<file path="src/rtl/pgsram_pkg.sv">
package pgsram_pkg;
  typedef enum logic [2:0] {
    ST_IDLE,
    ST_RD,
    ST_TURN,
    ST_WSET,
    ST_WPUL,
    ST_WHLD
  } pg_state_e;
endpackage

</file>
<file path="src/rtl/pgsram_timer.sv">
module pgsram_timer #(
  parameter int unsigned CNT_W = 3
) (
  input  logic             clk_i,
  input  logic             rst_ni,
  input  logic             load_i,
  input  logic [CNT_W-1:0] val_i,
  output logic             done_o
);
  logic [CNT_W-1:0] cnt_q;

  // load N -> done in the Nth cycle after the load edge
  always_ff @(posedge clk_i or negedge rst_ni) begin
    if (!rst_ni)              cnt_q <= '0;
    else if (load_i)          cnt_q <= val_i - CNT_W'(1);
    else if (cnt_q != '0)     cnt_q <= cnt_q - CNT_W'(1);
  end

  assign done_o = (cnt_q == '0);

  assert_load_nonzero_R2: assert property (@(posedge clk_i) disable iff (!rst_ni)
    load_i |-> (val_i != '0));
endmodule

</file>
<file path="src/rtl/pgsram_burst_seq.sv">
module pgsram_burst_seq #(
  parameter int unsigned ADDR_W    = 18,
  parameter int unsigned PAGE_BITS = 4
) (
  input  logic                 clk_i,
  input  logic                 rst_ni,
  input  logic                 load_i,
  input  logic                 step_i,
  input  logic [ADDR_W-1:0]    addr_i,
  input  logic [PAGE_BITS-1:0] len_i,
  output logic [ADDR_W-1:0]    addr_o,
  output logic                 last_o,
  output logic                 wrap_o
);
  localparam int unsigned HI_LSB = PAGE_BITS + 1;

  // logical order: {upper page bits, bit 0, word index}
  logic [ADDR_W-1:0]    log_q;
  logic [PAGE_BITS-1:0] rem_q;

  always_ff @(posedge clk_i or negedge rst_ni) begin
    if (!rst_ni) begin
      log_q <= '0;
      rem_q <= '0;
    end else if (load_i) begin
      log_q <= {addr_i[ADDR_W-1:HI_LSB], addr_i[0], addr_i[PAGE_BITS:1]};
      rem_q <= len_i;
    end else if (step_i) begin
      log_q <= log_q + ADDR_W'(1);
      rem_q <= rem_q - PAGE_BITS'(1);
    end
  end

  assign addr_o = {log_q[ADDR_W-1:HI_LSB], log_q[PAGE_BITS-1:0], log_q[PAGE_BITS]};
  assign last_o = (rem_q == '0);
  assign wrap_o = &log_q[PAGE_BITS-1:0];

  assert_page_hold_R4: assert property (@(posedge clk_i) disable iff (!rst_ni)
    (step_i && !wrap_o) |=>
      ({addr_o[ADDR_W-1:HI_LSB], addr_o[0]} == $past({addr_o[ADDR_W-1:HI_LSB], addr_o[0]})));

  assert_step_not_last_R10: assert property (@(posedge clk_i) disable iff (!rst_ni)
    step_i |-> !last_o);
endmodule

</file>
<file path="src/rtl/pgsram_ctrl.sv">
module pgsram_ctrl
  import pgsram_pkg::*;
#(
  parameter int unsigned ADDR_W    = 18,
  parameter int unsigned DATA_W    = 16,
  parameter int unsigned PAGE_BITS = 4,
  parameter int unsigned T_RAND    = 6,
  parameter int unsigned T_PAGE    = 3,
  parameter int unsigned T_WP      = 4,
  parameter int unsigned T_TURN    = 2
) (
  input  logic                 clk_i,
  input  logic                 rst_ni,
  input  logic                 req_valid_i,
  output logic                 req_ready_o,
  input  logic                 req_write_i,
  input  logic [ADDR_W-1:0]    req_addr_i,
  input  logic [PAGE_BITS-1:0] req_len_i,
  input  logic [1:0]           req_be_i,
  input  logic [DATA_W-1:0]    req_wdata_i,
  output logic                 rd_valid_o,
  output logic [DATA_W-1:0]    rd_data_o,
  output logic [ADDR_W-1:0]    mem_addr_o,
  output logic                 mem_ce1_no,
  output logic                 mem_ce2_o,
  output logic                 mem_we_no,
  output logic                 mem_oe_no,
  output logic                 mem_ub_no,
  output logic                 mem_lb_no,
  output logic [DATA_W-1:0]    mem_dq_o,
  output logic                 mem_dq_oe_o,
  input  logic [DATA_W-1:0]    mem_dq_i
);
  localparam int unsigned T_A   = (T_RAND > T_PAGE) ? T_RAND : T_PAGE;
  localparam int unsigned T_B   = (T_WP > T_TURN) ? T_WP : T_TURN;
  localparam int unsigned T_MAX = (T_A > T_B) ? T_A : T_B;
  localparam int unsigned CNT_W = $clog2(T_MAX + 1);

  pg_state_e state_q, state_d;

  logic             tmr_load, tmr_done;
  logic [CNT_W-1:0] tmr_val;
  logic             seq_load, seq_step, seq_last, seq_wrap;
  logic             cap;
  logic [1:0]       be_q;
  logic [DATA_W-1:0] wdata_q;
  logic             rd_valid_q;
  logic [DATA_W-1:0] rd_data_q;

  pgsram_timer #(.CNT_W(CNT_W)) u_timer (
    .clk_i  (clk_i),
    .rst_ni (rst_ni),
    .load_i (tmr_load),
    .val_i  (tmr_val),
    .done_o (tmr_done)
  );

  pgsram_burst_seq #(.ADDR_W(ADDR_W), .PAGE_BITS(PAGE_BITS)) u_seq (
    .clk_i  (clk_i),
    .rst_ni (rst_ni),
    .load_i (seq_load),
    .step_i (seq_step),
    .addr_i (req_addr_i),
    .len_i  (req_len_i),
    .addr_o (mem_addr_o),
    .last_o (seq_last),
    .wrap_o (seq_wrap)
  );

  always_comb begin
    state_d  = state_q;
    tmr_load = 1'b0;
    tmr_val  = '0;
    seq_load = 1'b0;
    seq_step = 1'b0;
    cap      = 1'b0;
    unique case (state_q)
      ST_IDLE: if (req_valid_i) begin
        seq_load = 1'b1;
        if (req_write_i) begin
          state_d = ST_WSET;
        end else begin
          state_d  = ST_RD;
          tmr_load = 1'b1;
          tmr_val  = CNT_W'(T_RAND);
        end
      end
      ST_RD: if (tmr_done) begin
        cap      = 1'b1;
        tmr_load = 1'b1;
        if (seq_last) begin
          state_d = ST_TURN;
          tmr_val = CNT_W'(T_TURN);
        end else begin
          seq_step = 1'b1;
          // crossing the page boundary reopens a page: full access wait
          tmr_val  = seq_wrap ? CNT_W'(T_RAND) : CNT_W'(T_PAGE);
        end
      end
      ST_TURN: if (tmr_done) state_d = ST_IDLE;
      ST_WSET: begin
        state_d  = ST_WPUL;
        tmr_load = 1'b1;
        tmr_val  = CNT_W'(T_WP);
      end
      ST_WPUL: if (tmr_done) state_d = ST_WHLD;
      ST_WHLD: state_d = ST_IDLE;
      default: state_d = ST_IDLE;
    endcase
  end

  always_ff @(posedge clk_i or negedge rst_ni) begin
    if (!rst_ni) begin
      state_q    <= ST_IDLE;
      be_q       <= '0;
      wdata_q    <= '0;
      rd_valid_q <= 1'b0;
      rd_data_q  <= '0;
    end else begin
      state_q    <= state_d;
      rd_valid_q <= cap;
      if (cap) rd_data_q <= mem_dq_i;
      if (state_q == ST_IDLE && req_valid_i && req_write_i) begin
        be_q    <= req_be_i;
        wdata_q <= req_wdata_i;
      end
    end
  end

  logic sel, rd_ph, wr_ph;
  assign rd_ph = (state_q == ST_RD);
  assign wr_ph = (state_q == ST_WSET) || (state_q == ST_WPUL) || (state_q == ST_WHLD);
  assign sel   = rd_ph || wr_ph;

  assign req_ready_o = (state_q == ST_IDLE);
  assign rd_valid_o  = rd_valid_q;
  assign rd_data_o   = rd_data_q;
  assign mem_ce1_no  = !sel;
  assign mem_ce2_o   = sel;
  assign mem_oe_no   = !rd_ph;
  assign mem_we_no   = !(state_q == ST_WPUL);
  assign mem_lb_no   = !(rd_ph || (wr_ph && be_q[0]));
  assign mem_ub_no   = !(rd_ph || (wr_ph && be_q[1]));
  assign mem_dq_oe_o = wr_ph;
  assign mem_dq_o    = wdata_q;

  assert_idle_deselect_R10: assert property (@(posedge clk_i) disable iff (!rst_ni)
    req_ready_o |-> (mem_ce1_no && !mem_ce2_o && !mem_dq_oe_o));

  assert_drive_no_oe_R8: assert property (@(posedge clk_i) disable iff (!rst_ni)
    mem_dq_oe_o |-> mem_oe_no);

  assert_we_selected_R7: assert property (@(posedge clk_i) disable iff (!rst_ni)
    !mem_we_no |-> (!mem_ce1_no && mem_ce2_o && mem_dq_oe_o && mem_oe_no));

  assert_we_addr_steady_R7: assert property (@(posedge clk_i) disable iff (!rst_ni)
    (!mem_we_no && $past(!mem_we_no)) |-> $stable(mem_addr_o));

  assert_turn_release_R9: assert property (@(posedge clk_i) disable iff (!rst_ni)
    $rose(mem_oe_no) |-> (mem_ce1_no && !mem_dq_oe_o));

  assert_rdv_after_read_R2: assert property (@(posedge clk_i) disable iff (!rst_ni)
    rd_valid_o |-> $past(!mem_oe_no));
endmodule

</file>
<file path="config.mk">
export PLATFORM = sky130hd
export DESIGN_NAME = pgsram_ctrl
export DESIGN_NICKNAME = d
export VERILOG_FILES = /design/src/rtl/pgsram_pkg.sv /design/src/rtl/pgsram_timer.sv /design/src/rtl/pgsram_burst_seq.sv /design/src/rtl/pgsram_ctrl.sv
export SDC_FILE = /design/constraint.sdc
export NUM_CORES = 1
export LEC_CHECK = 0
export ABC_AREA = 1
export CAP_MARGIN = 20
export CORE_MARGIN = 8
export CORE_UTILIZATION = 60
export DETAILED_ROUTE_END_ITERATION = 16
export DONT_BUFFER_PORTS = 1
export PLACE_DENSITY = 0.85
export SLEW_MARGIN = 10
export SYNTH_ARGS = -nofsm -noshare
export SYNTH_HDL_FRONTEND = slang
export SYNTH_HIERARCHICAL = 1
export SYNTH_SLANG_ARGS = --single-unit
export TNS_END_PERCENT = 20
</file>
<file path="constraint.sdc">
create_clock -name clk_i -period 2.4 [get_ports clk_i]
set_clock_uncertainty 0.1 [all_clocks]
set_input_delay 0.36 -clock clk_i [delete_from_list [all_inputs] [get_ports clk_i]]
set_output_delay 0.36 -clock clk_i [all_outputs]
set_load 0.005 [all_outputs]
</file>
* Word-level counts from Yosys, hierarchy flattened
Cells that the tools add are included.
** Word-level totals
- Bits in registers :: 63
- Input port bits :: 60
- Word-level logic and storage cells :: 73
** Operators by class
- Add/sub/neg operators :: 4
- Equality and inequality tests :: 10
- Muxes and demuxes :: 29
- Reductions and logical operators :: 22
** Operators by type and width (number)
- $mux 18 :: 2
- $mux 3 :: 12
- $add 18x1->18 const B :: 1
- $pmux 3 s5 :: 1
- $ne 2x2->1 const B :: 5
- $mux 1 :: 9
- $pmux 3 s3 :: 1
- $mux 4 :: 2
- $eq 3x2->1 const B :: 2
- $eq 3x3->1 const B :: 2
- $logic_not 3->1 :: 2
- $sub 3x1->3 const B :: 2
- $logic_not 1->1 :: 5
- $logic_or 1x1->1 :: 5
- $reduce_and 5->1 :: 1
- $logic_and 1x1->1 :: 4
- $logic_not 4->1 :: 1
- $reduce_and 4->1 :: 1
- $reduce_bool 2->1 :: 2
- $sub 4x1->4 const B :: 1
- $eq 3x1->1 const B :: 1
- $pmux 1 s3 :: 1
- $reduce_bool 3->1 :: 1
- $mux 2 :: 1

* Logic depth before layout (Yosys ltp)
Gate-level depths: netlist of the first run.
- Word-level depth :: 7
- Depth in mapped cells :: 13

* Modules after synthesis
Netlist of the first run, hierarchy kept.
** Modules (own cells, without submodules)
- pgsram_ctrl :: times used 1, cells each 191, area each 1676.6 um2
- pgsram_burst_seq :: times used 1, cells each 192, area each 1443.9 um2
- pgsram_timer :: times used 1, cells each 30, area each 207.7 um2

* Least setup slack after synthesis of the first run
OpenSTA, ideal clock, no wires.
- Kind :: flip-flop to flip-flop
- Start point :: register state_q[1]
- End point :: register u_timer.cnt_q[2]
- Library setup time :: 0.073 ns
- Arrival time :: 1.853 ns
- Required time :: 2.227 ns
- Path slack :: 0.374 ns
- Stages on the path, launching flop included :: 14
- Path buffers :: 1
- Path through :: dfrtp_1 -> nor2_4 -> nand2_2 -> inv_1 -> nand2_2 -> buf_2 -> nand3_1 -> inv_2 -> nand2_1 -> o21ai_0 -> ha_1 -> inv_1 -> nand3_1 -> a21oi_2
** RTL lines
- start: declaration :: RTL line pgsram_ctrl.sv:39 : pg_state_e state_q, state_d;
- start signal: assignment :: RTL line pgsram_ctrl.sv:120 : state_q <= state_d;
- $eq 3x2->1, or another cell as far along :: RTL line pgsram_ctrl.sv:77 : unique case (state_q)
- $pmux 1 s3 (*) :: RTL line pgsram_ctrl.sv:77
- via tmr_load :: RTL line pgsram_ctrl.sv:41 : logic tmr_load, tmr_done;
- $mux 3 or $reduce_bool 2->1 (tied branches)
- end signal: assignment :: RTL line pgsram_timer.sv:15 : else if (load_i) cnt_q <= val_i - CNT_W'(1);
- end signal: assignment :: RTL line pgsram_timer.sv:16 : else if (cnt_q != '0) cnt_q <= cnt_q - CNT_W'(1);
- end: declaration :: RTL line pgsram_timer.sv:10 : logic [CNT_W-1:0] cnt_q;
Mark *: on every way through the listed nets, which the timed path passes. The rest lies on a longest branch.
A chain may end at the register's enable or synchronous reset.

* Final worst setup path of the first run
- Start point :: register state_q[1]
- End point :: register u_seq.log_q[6]
** On the way
- Longest elaborated chain between the ends :: 3
** Ends and longest elaborated chain
- $logic_not 3->1 (*) :: RTL line pgsram_ctrl.sv:77
- $mux 1 (*) :: RTL line pgsram_ctrl.sv:77
- via seq_load :: RTL line pgsram_ctrl.sv:43 : logic seq_load, seq_step, seq_last, seq_wrap;
- $mux 18 or $reduce_bool 2->1 (tied branches)
- end signal: assignment :: RTL line pgsram_burst_seq.sv:26 : log_q <= {addr_i[ADDR_W-1:HI_LSB], addr_i[0], addr_i[PAGE_BITS:1]};
- end signal: assignment :: RTL line pgsram_burst_seq.sv:29 : log_q <= log_q + ADDR_W'(1);
- end: declaration :: RTL line pgsram_burst_seq.sv:18 : logic [ADDR_W-1:0] log_q;
Marked as above.

==> flow_summary.yaml, run 1 <==
cts:
  root_buffer: "clkbuf_8"
  clk_pin_slew_ns: 0.07
  htree_levels: 3
  cts_buffers: 9
  cts_sinks: 63
  cts_tree: "yes"
  cts_buffer_depth: 2
  cts_setup_buffers: 0
  clk_latency_ns: 0.33
detailed_routing:
  dr.pass1.iters: 4
  vias: 2630
  wl_met1_um: 2928
  drtIter0Drc: 139
  top_layer_used: "met4"
  dr_wl_met2_um: 4055
  dr_wl_met3_um: 615
  drt-total-wl_um: 7693
  drc: 0
  final_antenna_net_count: 0
  vias_per_cell: 5.281
  wl_per_cell_um: 15.45
sta:
  fin_crit_ns: 2.190
  slew-limit-headroom_pct: 74.11
  fin_tns_setup_ns: 0
  slew_violations: 0
  worst_slew_pin_slew_ns: 0.3883
  timing.fmax_mhz: 456.6
  rsz0062_at_grt: "false"
  hold_viol_final: 0
  setup_viol: 0
  period_share_pct: 91.26
hold_path:
  hp-class: "in -> reg"
  min_to: "mem_dq_o[15]"
  hold_path.startpoint: "req_wdata_i[15]"
  holdPathStages: 2
setup_path:
  r2r-start: "state_q[1]"
  reg2reg_depth: 9
  startpoint_type: "register"
  r2r-end: "u_seq/log_q[6]"
  end_kind: "register"
  r2r_slack_ns: 0.21
  crit_arrival_ns: 2.29
  cp_max_fo: 22
  cp_data_required_time_ns: 2.50
  critical_path_class: "reg -> reg"
floorplan:
  start_util_pct: 61.19
  core_um2: 5439
  die_x_um: 90.48
  rows: 27
  ioPinCount: 119
  dieArea_um2: 8187
  dieHeight_um: 90.48
final_layout:
  layout_common_cells: "138 x nand2_1, 63 x dfrtp_1, 52 x inv_1"
  finalNonFillerCells: 498
  layout-drive-gt1-share_pct: 15.26
  mostFrequentLayoutCell: "nand2_1"
  antenna_cells: 0
  final_core_util_pct: 67.29
  finalNetCount: 484
  area_growth_pct: 9.962
run_status:
  outcome: "complete, no violations"
power_and_ir_drop:
  p_leak_nw: 1.820
  irDropWorstVdd_uv: 809.8
  p_per_area_nw_per_um2: 1420
run:
  maxCapViolCount: 0
placement:
  dpl.hpwl_um: 5925
  place_inst: 480
  portBuffers: 0
  finalWeightedCongestion: 0.8663
yosys:
  ys_seq_area_share_pct: 47.37
  synth_edf_count: 0
  synth_ff_type: "dfrtp_1"
  synth_area_per_cell_um2: 8.059
  syn_nets: 476
  netlist_area_um2: 3328
  yosys_warnings: 6
  ys_ff_latch: 63
  ys_types: 30
  syn-instance-count: 413
  synthArstFlopShare_pct: 100.0
global_routing:
  grt_use_total_pct: 19.36
  antenna_found_initial: 0
  grt_pass1_vias: 2781
  grt_first_pass_wirelength_um: 13100
  grt_max_degree: 64
  grt_overflow: 0
per-stage QoR:
stage / total power [mW] / instance area [um^2] / hold slack [ns] / worst slack, ns
floorplan: 3.621 / 3328 / -0.03559 / 0.3741
global placement: 3.988 / 3379 / -0.03338 / 0.3069
detailed placement: 4.100 / 3379 / -0.03244 / 0.1746
CTS: 5.255 / 3656 / 0.02321 / 0.1632
global route: 5.639 / 3660 / 0.02343 / 0.03046
finish: 5.197 / 3660 / 0.03945 / 0.2098
state kept, by name (all words and copies together), names as in the netlist:
signal	cells
u_seq/log_q	18
u_timer/cnt_q	3
mem_dq_o	16
state_q	3
be_q	2
rd_data_o	16
u_seq/rem_q	4
rd_valid_o	1
where the power goes:
part           switching [mW]  leakage [nW]  internal [mW]
sequential              0.576         0.772           1.59
combinational            1.18         0.930          0.738
clock                   0.385         0.118          0.721
kinds of logic (layout without fill, tap and decap cells):
kind of cell / count (synthesis) / count (layout) / share of synthesized area, %
compound gates: 56 / 56 / 11.43
xor+xnor: 7 / 7 / 1.842
fa+ha+maj: 3 / 3 / 1.128
buf+inv: 68 / 81 / 8.834
flops: 63 / 63 / 47.37
simple gates: 216 / 216 / 29.40
Yosys cell counts, types with 5 or more instances:
library cell  count  share of area [%]
o21ai_2          13                3.4
a22oi_1          13                2.9
nor2_1           20                2.3
nand2_2          12                2.3
buf_6             5                1.7
xor2_1            5                1.3
nand2_1         138                 16
o21ai_1           6               0.90
nand3_1          26                3.9
dfrtp_1          63                 47
inv_1            53                6.0
nor2_4            6                2.0
o21ai_0          14                2.1
critical path, cell delays in order, from the launching register on:
cell	delay, ns
dfrtp_1	0.46
nor2_4	0.19
nand2_2	0.11
nor2_1	0.13
buf_4	0.28
inv_2	0.10
nand2_2	0.21
clkinvlp_4	0.28
o21ai_0	0.13
o21ai_0	0.09
routing by layer:
| metal | up-vias | track usage [%] |
|---|---|---|
| li1 | 1315 | - |
| met1 | 1222 | 20.33 |
| met2 | 85 | 34.17 |
| met3 | 8 | 6.484 |
| met4 | 0 | 8.738 |
| met5 | - | 0 |
area by class of cell:
type                            count  area (um^2)
Fill cell                         448         1779
Multi-Input combinational cell    282         1458
Timing Repair Buffer                7        75.07
Clock inverter                      3        90.09
Inverter                           58        221.5
Tap cell                           72        90.09
Clock buffer                       13        148.9
Sequential cell                    63         1577
repair_timing:
item,4_1_cts,5_1_grt
gates resized for setup,0,1
setup endpoints to repair,0,1
endpoints found under the hold margin,63,0
hold buffers,2,0
worst max-delay path by stage:
stage	cells past startpoint	slack [ns]	startpoint	endpoint
final	9	0.21	state_q[1]	u_seq/log_q[6]
after global routing	9	0.03	state_q[1]	u_seq/log_q[9]
after CTS	11	0.16	u_seq/rem_q[0]	u_seq/log_q[6]
after detailed placement	11	0.17	u_seq/rem_q[0]	u_seq/log_q[6]
after global placement	11	0.31	u_seq/rem_q[0]	u_seq/log_q[6]
after floorplan	13	0.37	state_q[1]	u_timer/cnt_q[2]
Note: power is estimated with default switching activity, not from simulation.
==> inputs of run 2 (changes only) <==
--- a/config.mk
+++ b/config.mk
@@ -15,6 +15,5 @@
 export SLEW_MARGIN = 10
 export SYNTH_ARGS = -nofsm -noshare
 export SYNTH_HDL_FRONTEND = slang
-export SYNTH_HIERARCHICAL = 1
 export SYNTH_SLANG_ARGS = --single-unit
 export TNS_END_PERCENT = 20
==> run 2 against run 1 <==
  * Via count increased by 1.3%
  * Combinational power about the same
  * Non-clock buffer count decreased by 3
  * Critical path depth increased by 1
  * Register-to-register slack improved by 0.14 ns
  * Cell area decreased by 2.3%
  * Critical path type unchanged
  * Largest cell class unchanged
==> flow_summary.yaml, run 2 <==
yosys:
  yosys_warnings: 0
  syn-instance-count: 399
  synthArstFlopShare_pct: 100.0
  ys_types: 31
  netlist_area_um2: 3277
  synth_most_common_cell: "nand2_1"
  syn_nets: 462
  synth.area.top_cells: "dfrtp_1 48%, nand2_1 15%, nor2_1 4.7%"
  ys_ff_latch: 63
  yosys-top-cells-count: "133 x nand2_1, 63 x dfrtp_1, 41 x nor2_1"
  synth_top_area_share_pct: 48.11
  ys_seq_area_share_pct: 48.11
  yosysTopAreaCell: "dfrtp_1"
  synth_area_per_cell_um2: 8.213
  synth_edf_count: 0
  synth_ff_type: "dfrtp_1"
setup_path:
  slowest_stage: "dfrtp_1"
  crit_arrival_ns: 2.19
  startpoint_type: "register"
  path_cells: "ha_1 -> nand2_1 -> nor2_1 -> o21ai_0 -> inv_1 -> ha_1 -> inv_1 -> nand3_1 -> nand2_1 -> nor2_1"
  cp_num_buf_inv: 2
  cp_data_required_time_ns: 2.54
  critical_path_class: "reg -> reg"
  end_kind: "register"
  cp_max_fo: 8
  path_delay_family: "simple AND/OR/NAND/NOR gates"
  slowest_delay_ns: 0.50
detailed_routing:
  vias: 2663
  vias_per_cell: 5.536
  drt-total-wl_um: 7673
  dr.pass1.iters: 4
  drtIter0Drc: 184
  final_antenna_net_count: 0
  wl_per_cell_um: 15.95
  drc: 0
global_routing:
  grt_pass1_vias: 2685
  antenna_found_initial: 0
  grt_first_pass_wirelength_um: 12930
  grt_use_total_pct: 19.11
  grt_max_degree: 64
  grt_overflow: 0
floorplan:
  dieArea_um2: 8082
  start_util_pct: 60.63
  core_um2: 5405
  rows: 27
  ioPinCount: 119
  die_x_um: 89.90
  dieHeight_um: 89.90
cts:
  root_buffer: "clkbuf_8"
  cts_sinks: 63
  cts_tree: "yes"
  cts_buffer_depth: 2
  htree_levels: 3
  clk_pin_slew_ns: 0.07
  cts_buffers: 9
  clk_latency_ns: 0.32
placement:
  finalWeightedCongestion: 0.8918
  dpl.hpwl_um: 5704
  portBuffers: 0
sta:
  fin_tns_setup_ns: 0
  timing.fmax_mhz: 487.8
  setup_viol: 0
  fin_crit_ns: 2.050
  period_share_pct: 85.42
  whs_ns: 0.05354
  slew-limit-headroom_pct: 70.41
  hold_viol_final: 0
  rsz0062_at_grt: "false"
  slew_violations: 0
  worst_slew_pin_slew_ns: 0.4434
power_and_ir_drop:
  irDropWorstVdd_uv: 627.4
  power_frac_clock_pct: 20.1
  p_leak_nw: 1.787
  p_switching_mw: 2.110
  swShare_pct: 41.79
  comb_power_share_pct: 37.4
  pwr-share-seq_pct: 42.5
  p_int_mw: 2.938
  p_per_area_nw_per_um2: 1412
final_layout:
  largest_reg_flops: 18
  area_growth_pct: 9.126
  layout_common_cells: "133 x nand2_1, 63 x dfrtp_1, 41 x nor2_1"
  finalNetCount: 467
  mostFrequentLayoutCell: "nand2_1"
  top_register: "u_seq.log_q"
  layout-drive-gt1-share_pct: 11.00
  antenna_cells: 0
run:
  maxCapViolCount: 0
hold_path:
  hp-class: "in -> reg"
run_status:
  outcome: "complete, no violations"
-- run 2: cell count changes after synthesis, sizes merged, moves of 10 or more --
cell   previous run  this run
o21ai            33        21
inv              57        34
a22oi            13         0
nor2             29        47
nand3            28        18
nand2           152       140
mux2              0        18
-- run 2: power groups by stage --
stage	registers [mW]	clock network (mW)	logic, mW
final	2.15	1.02	1.89
after floorplan	1.99	0	1.59
after CTS	2.16	1.04	1.90
after detailed placement	2.16	0	1.87
after global placement	2.15	0	1.76
after global routing	2.23	1.09	2.17
-- run 2: final timing paths --
kind | depth (start not counted) | end | slack [ns] | startpoint
setup reg to reg | 10 | u_timer.cnt_q[2] | 0.35 | u_seq.log_q[0]
min in group asynchronous | 2 | be_q[0] | 0.50 | rst_ni
max in group asynchronous | 2 | u_seq.log_q[10] | 1.45 | rst_ni
hold reg to reg | 1 | be_q[0] | 0.39 | be_q[0]
setup / recovery | 10 | u_timer.cnt_q[2] | 0.35 | u_seq.log_q[0]
hold / removal | 2 | rd_data_o[9] | 0.05 | mem_dq_i[9]
-- run 2: cell type report --
cell class	count	area, um^2
fill	435	1829
sequential	63	1577
multi-input combinational	292	1503
clock buffer	13	158.9
inverter	34	130.1
tap	72	90.09
clock inverter	3	65.06
timing repair buffer	4	52.55
-- run 2: worst reg2reg max path, stage by stage, from the launching register on --
cell and delay, ns:
dfrtp_1 0.50, ha_1 0.24, nand2_1 0.08, nor2_1 0.31
o21ai_0 0.19, inv_1 0.08, ha_1 0.14, inv_1 0.06
nand3_1 0.09, nand2_1 0.06, nor2_1 0.12
-- run 2: cell families (layout without fill, tap and decap cells) --
kind of cell	after synthesis	in the layout	share of synthesized area, %
compound gates	40	40	6.682
xor+xnor	4	4	1.069
fa+ha+maj	3	3	1.146
buf+inv	44	54	6.033
flops	63	63	48.11
mux	18	18	6.186
simple gates	227	227	30.78
-- run 2: repair_timing --
action | in CTS | in global routing
gates resized for setup | 0 | 0
endpoints found under the setup margin | 0 | 0
setup buffers | 0 | 0
endpoints found under the hold margin | 63 | 0
hold buffers | 2 | 0
-- run 2: routing by layer --
layer  part of all wire (%)  vias to the layer above  global-route usage [%]
met5                      0                        -                       0
met4                    2.0                        0                   8.044
met3                    9.8                       15                   7.398
met2                     48                      118                   30.86
met1                     40                     1239                   22.18
li1                       -                     1291                       -
-- run 2: stage by stage --
stage / area, um^2 / std cells / total power [mW] / setup slack (ns) / utilization [%]
final: 3576 / 481 / 5.048 / 0.3498 / 66.16
after global routing: 3576 / 481 / 5.485 / 0.1424 / 66.16
after CTS: 3576 / 481 / 5.091 / 0.3445 / 66.16
after detailed placement: 3314 / 463 / 4.029 / 0.3730 / 61.32
after global placement: 3314 / 463 / 3.903 / 0.4469 / 61.32
after floorplan: 3277 / 399 / 3.584 / 0.5319 / -
==> inputs of run 3 (changes only) <==
--- a/config.mk
+++ b/config.mk
@@ -11,6 +11,7 @@
 export CORE_UTILIZATION = 60
 export DETAILED_ROUTE_END_ITERATION = 16
 export DONT_BUFFER_PORTS = 1
+export MAX_ROUTING_LAYER = met4
 export PLACE_DENSITY = 0.85
 export SLEW_MARGIN = 10
 export SYNTH_ARGS = -nofsm -noshare
==> run 3 against run 2 <==
  * Global-route usage increased by 0.38 points
  * First-iteration DRC count is 53% lower
  * Largest cell class unchanged
  * Die area unchanged
  * Critical path type unchanged
  * Wire length decreased by 0.68%
  * Sequential power about the same
  * Setup slack got worse by 0.0012 ns
  * Count of clock-buffer cells in the layout is 3 lower
==> flow_summary.yaml, run 3 (synthesis gave the netlist of run 2 again) <==
floorplan:
  core_um2: 5405
  dieHeight_um: 89.90
  dieArea_um2: 8082
  die_x_um: 89.90
  start_util_pct: 60.63
  rows: 27
  ioPinCount: 119
sta:
  rsz0062_at_grt: "false"
  setup_viol: 0
  fin_crit_ns: 2.051
  slew-limit-headroom_pct: 74.80
  hold_viol_final: 0
  fin_tns_setup_ns: 0
  slew_violations: 0
  worst_slew_pin_slew_ns: 0.3766
  timing.fmax_mhz: 487.5
  period_share_pct: 85.47
final_layout:
  finalNetCount: 468
  antenna_cells: 0
  mostFrequentLayoutCell: "nand2_1"
  finalNonFillerCells: 482
  largest_reg_flops: 18
  layout_common_cells: "133 x nand2_1, 63 x dfrtp_1, 41 x nor2_1"
  area_growth_pct: 8.858
  register_area_um2: 1577
  n_fill_cell: 440
  multi_input_area_um2: 1503
  layout-drive-gt1-share_pct: 11.71
  top_register: "u_seq.log_q"
detailed_routing:
  drtIter0Drc: 87
  vias: 2625
  vias_per_cell: 5.446
  dr.pass1.iters: 4
  drc: 0
  wl_per_cell_um: 15.81
  drt-total-wl_um: 7621
  final_antenna_net_count: 0
setup_path:
  cp_data_required_time_ns: 2.54
  r2r_slack_ns: 0.35
  reg2reg_depth: 10
  slowest_stage: "dfrtp_1"
  cp_num_buf_inv: 2
  end_kind: "register"
  r2r-end: "u_timer.cnt_q[2]"
  crit_arrival_ns: 2.20
  startpoint_type: "register"
  cp_max_fo: 8
  r2r-start: "u_seq.log_q[0]"
  path_delay_family: "simple AND/OR/NAND/NOR gates"
  slowest_delay_ns: 0.49
  critical_path_class: "reg -> reg"
  path_cells: "ha_1 -> nand2_1 -> nor2_1 -> o21ai_0 -> inv_1 -> ha_1 -> inv_1 -> nand3_1 -> nand2_1 -> nor2_1"
hold_path:
  holdPathStages: 2
  min_to: "rd_data_o[4]"
  hold_path.startpoint: "mem_dq_i[4]"
  hp-class: "in -> reg"
run:
  maxCapViolCount: 0
run_status:
  outcome: "complete, no violations"
cts:
  cts_resized: 0
  root_buffer: "clkbuf_8"
  clk_latency_ns: 0.33
  cts_tree: "yes"
  cts_buffer_depth: 2
  htree_levels: 3
  cts_sinks: 63
  clk_pin_slew_ns: 0.07
  cts_buffers: 9
placement:
  place_inst: 464
  portBuffers: 0
  dpl.hpwl_um: 5718
  finalWeightedCongestion: 0.8945
power_and_ir_drop:
  comb_power_share_pct: 38.0
  irDropWorstVdd_uv: 732.2
  pwr-share-seq_pct: 43.1
  swShare_pct: 43.21
  p_switching_mw: 2.142
  p_per_area_nw_per_um2: 1390
  p_int_mw: 2.815
  power_frac_clock_pct: 18.9
  p_leak_nw: 1.773
global_routing:
  grt_pass1_vias: 2663
  antenna_found_initial: 0
  grt_use_total_pct: 19.50
  grt_max_degree: 64
  grt_first_pass_wirelength_um: 12760
  grt_overflow: 0
## run 3: cell count changes in the layout (fill, tap and decap cells not counted)
cell        change
clkinvlp_4      +3
clkbuf_1        -2
clkinv_4        +2
buf_4           +1
bufinv_16       -1
clkbuf_8        -1
clkinv_2        -1
## run 3: worst max-delay path by stage
stage                   startpoint  slack, ns  cells past startpoint          endpoint
floorplan               state_q[1]       0.53                      9  u_timer.cnt_q[1]
global placement    u_seq.log_q[0]       0.46                      8  u_timer.cnt_q[1]
detailed placement  u_seq.log_q[0]       0.38                      8  u_timer.cnt_q[1]
CTS                 u_seq.log_q[0]       0.35                     10  u_timer.cnt_q[2]
global route        u_seq.log_q[0]       0.15                     10  u_timer.cnt_q[2]
finish              u_seq.log_q[0]       0.35                     10  u_timer.cnt_q[2]
## run 3: final cells by class
type | count | share of cell area (%)
multi-input cells | 292 | 42.13
clock buffers | 10 | 3.858
clock inverters | 6 | 1.964
repair buffers | 5 | 1.684
flip-flops and latches | 63 | 44.19
well taps | 72 | 2.525
inverters | 34 | 3.648
## run 3: routing by layer
layer / GRT usage, % / routed length [um] / vias to the layer above
li1: - / - / 1304
met1: 21.87 / 3121 / 1220
met2: 30.98 / 3742 / 90
met3: 6.234 / 614 / 11
met4: 9.293 / 143 / 0
met5: - / 0 / -
## run 3: power by group through the flow
stage	logic (mW)	registers (mW)	clock network, mW
after floorplan	1.59	1.99	0
final	1.89	2.14	0.935
after global placement	1.78	2.14	0
after global routing	2.16	2.22	1.00
after detailed placement	1.86	2.16	0
after CTS	1.90	2.15	0.963
## run 3: timing repair
action	in CTS	in global routing
endpoints found under the setup margin	0	0
endpoints found under the hold margin	63	0
setup buffers	0	0
hold buffers	2	0
## run 3: through the flow
| stage | total power [mW] | utilization [%] | setup slack [ns] | area [um^2] | hold WS (ns) |
|---|---|---|---|---|---|
| after global placement | 3.919 | 61.46 | 0.4608 | 3322 | -0.03424 |
| after global routing | 5.381 | 66.00 | 0.1469 | 3567 | 0.02896 |
| after floorplan | 3.584 | - | 0.5319 | 3277 | -0.03559 |
| after detailed placement | 4.026 | 61.46 | 0.3756 | 3322 | -0.03420 |
| after CTS | 5.015 | 66.00 | 0.3546 | 3567 | 0.01912 |
| final | 4.957 | 66.00 | 0.3487 | 3567 | 0.03928 |
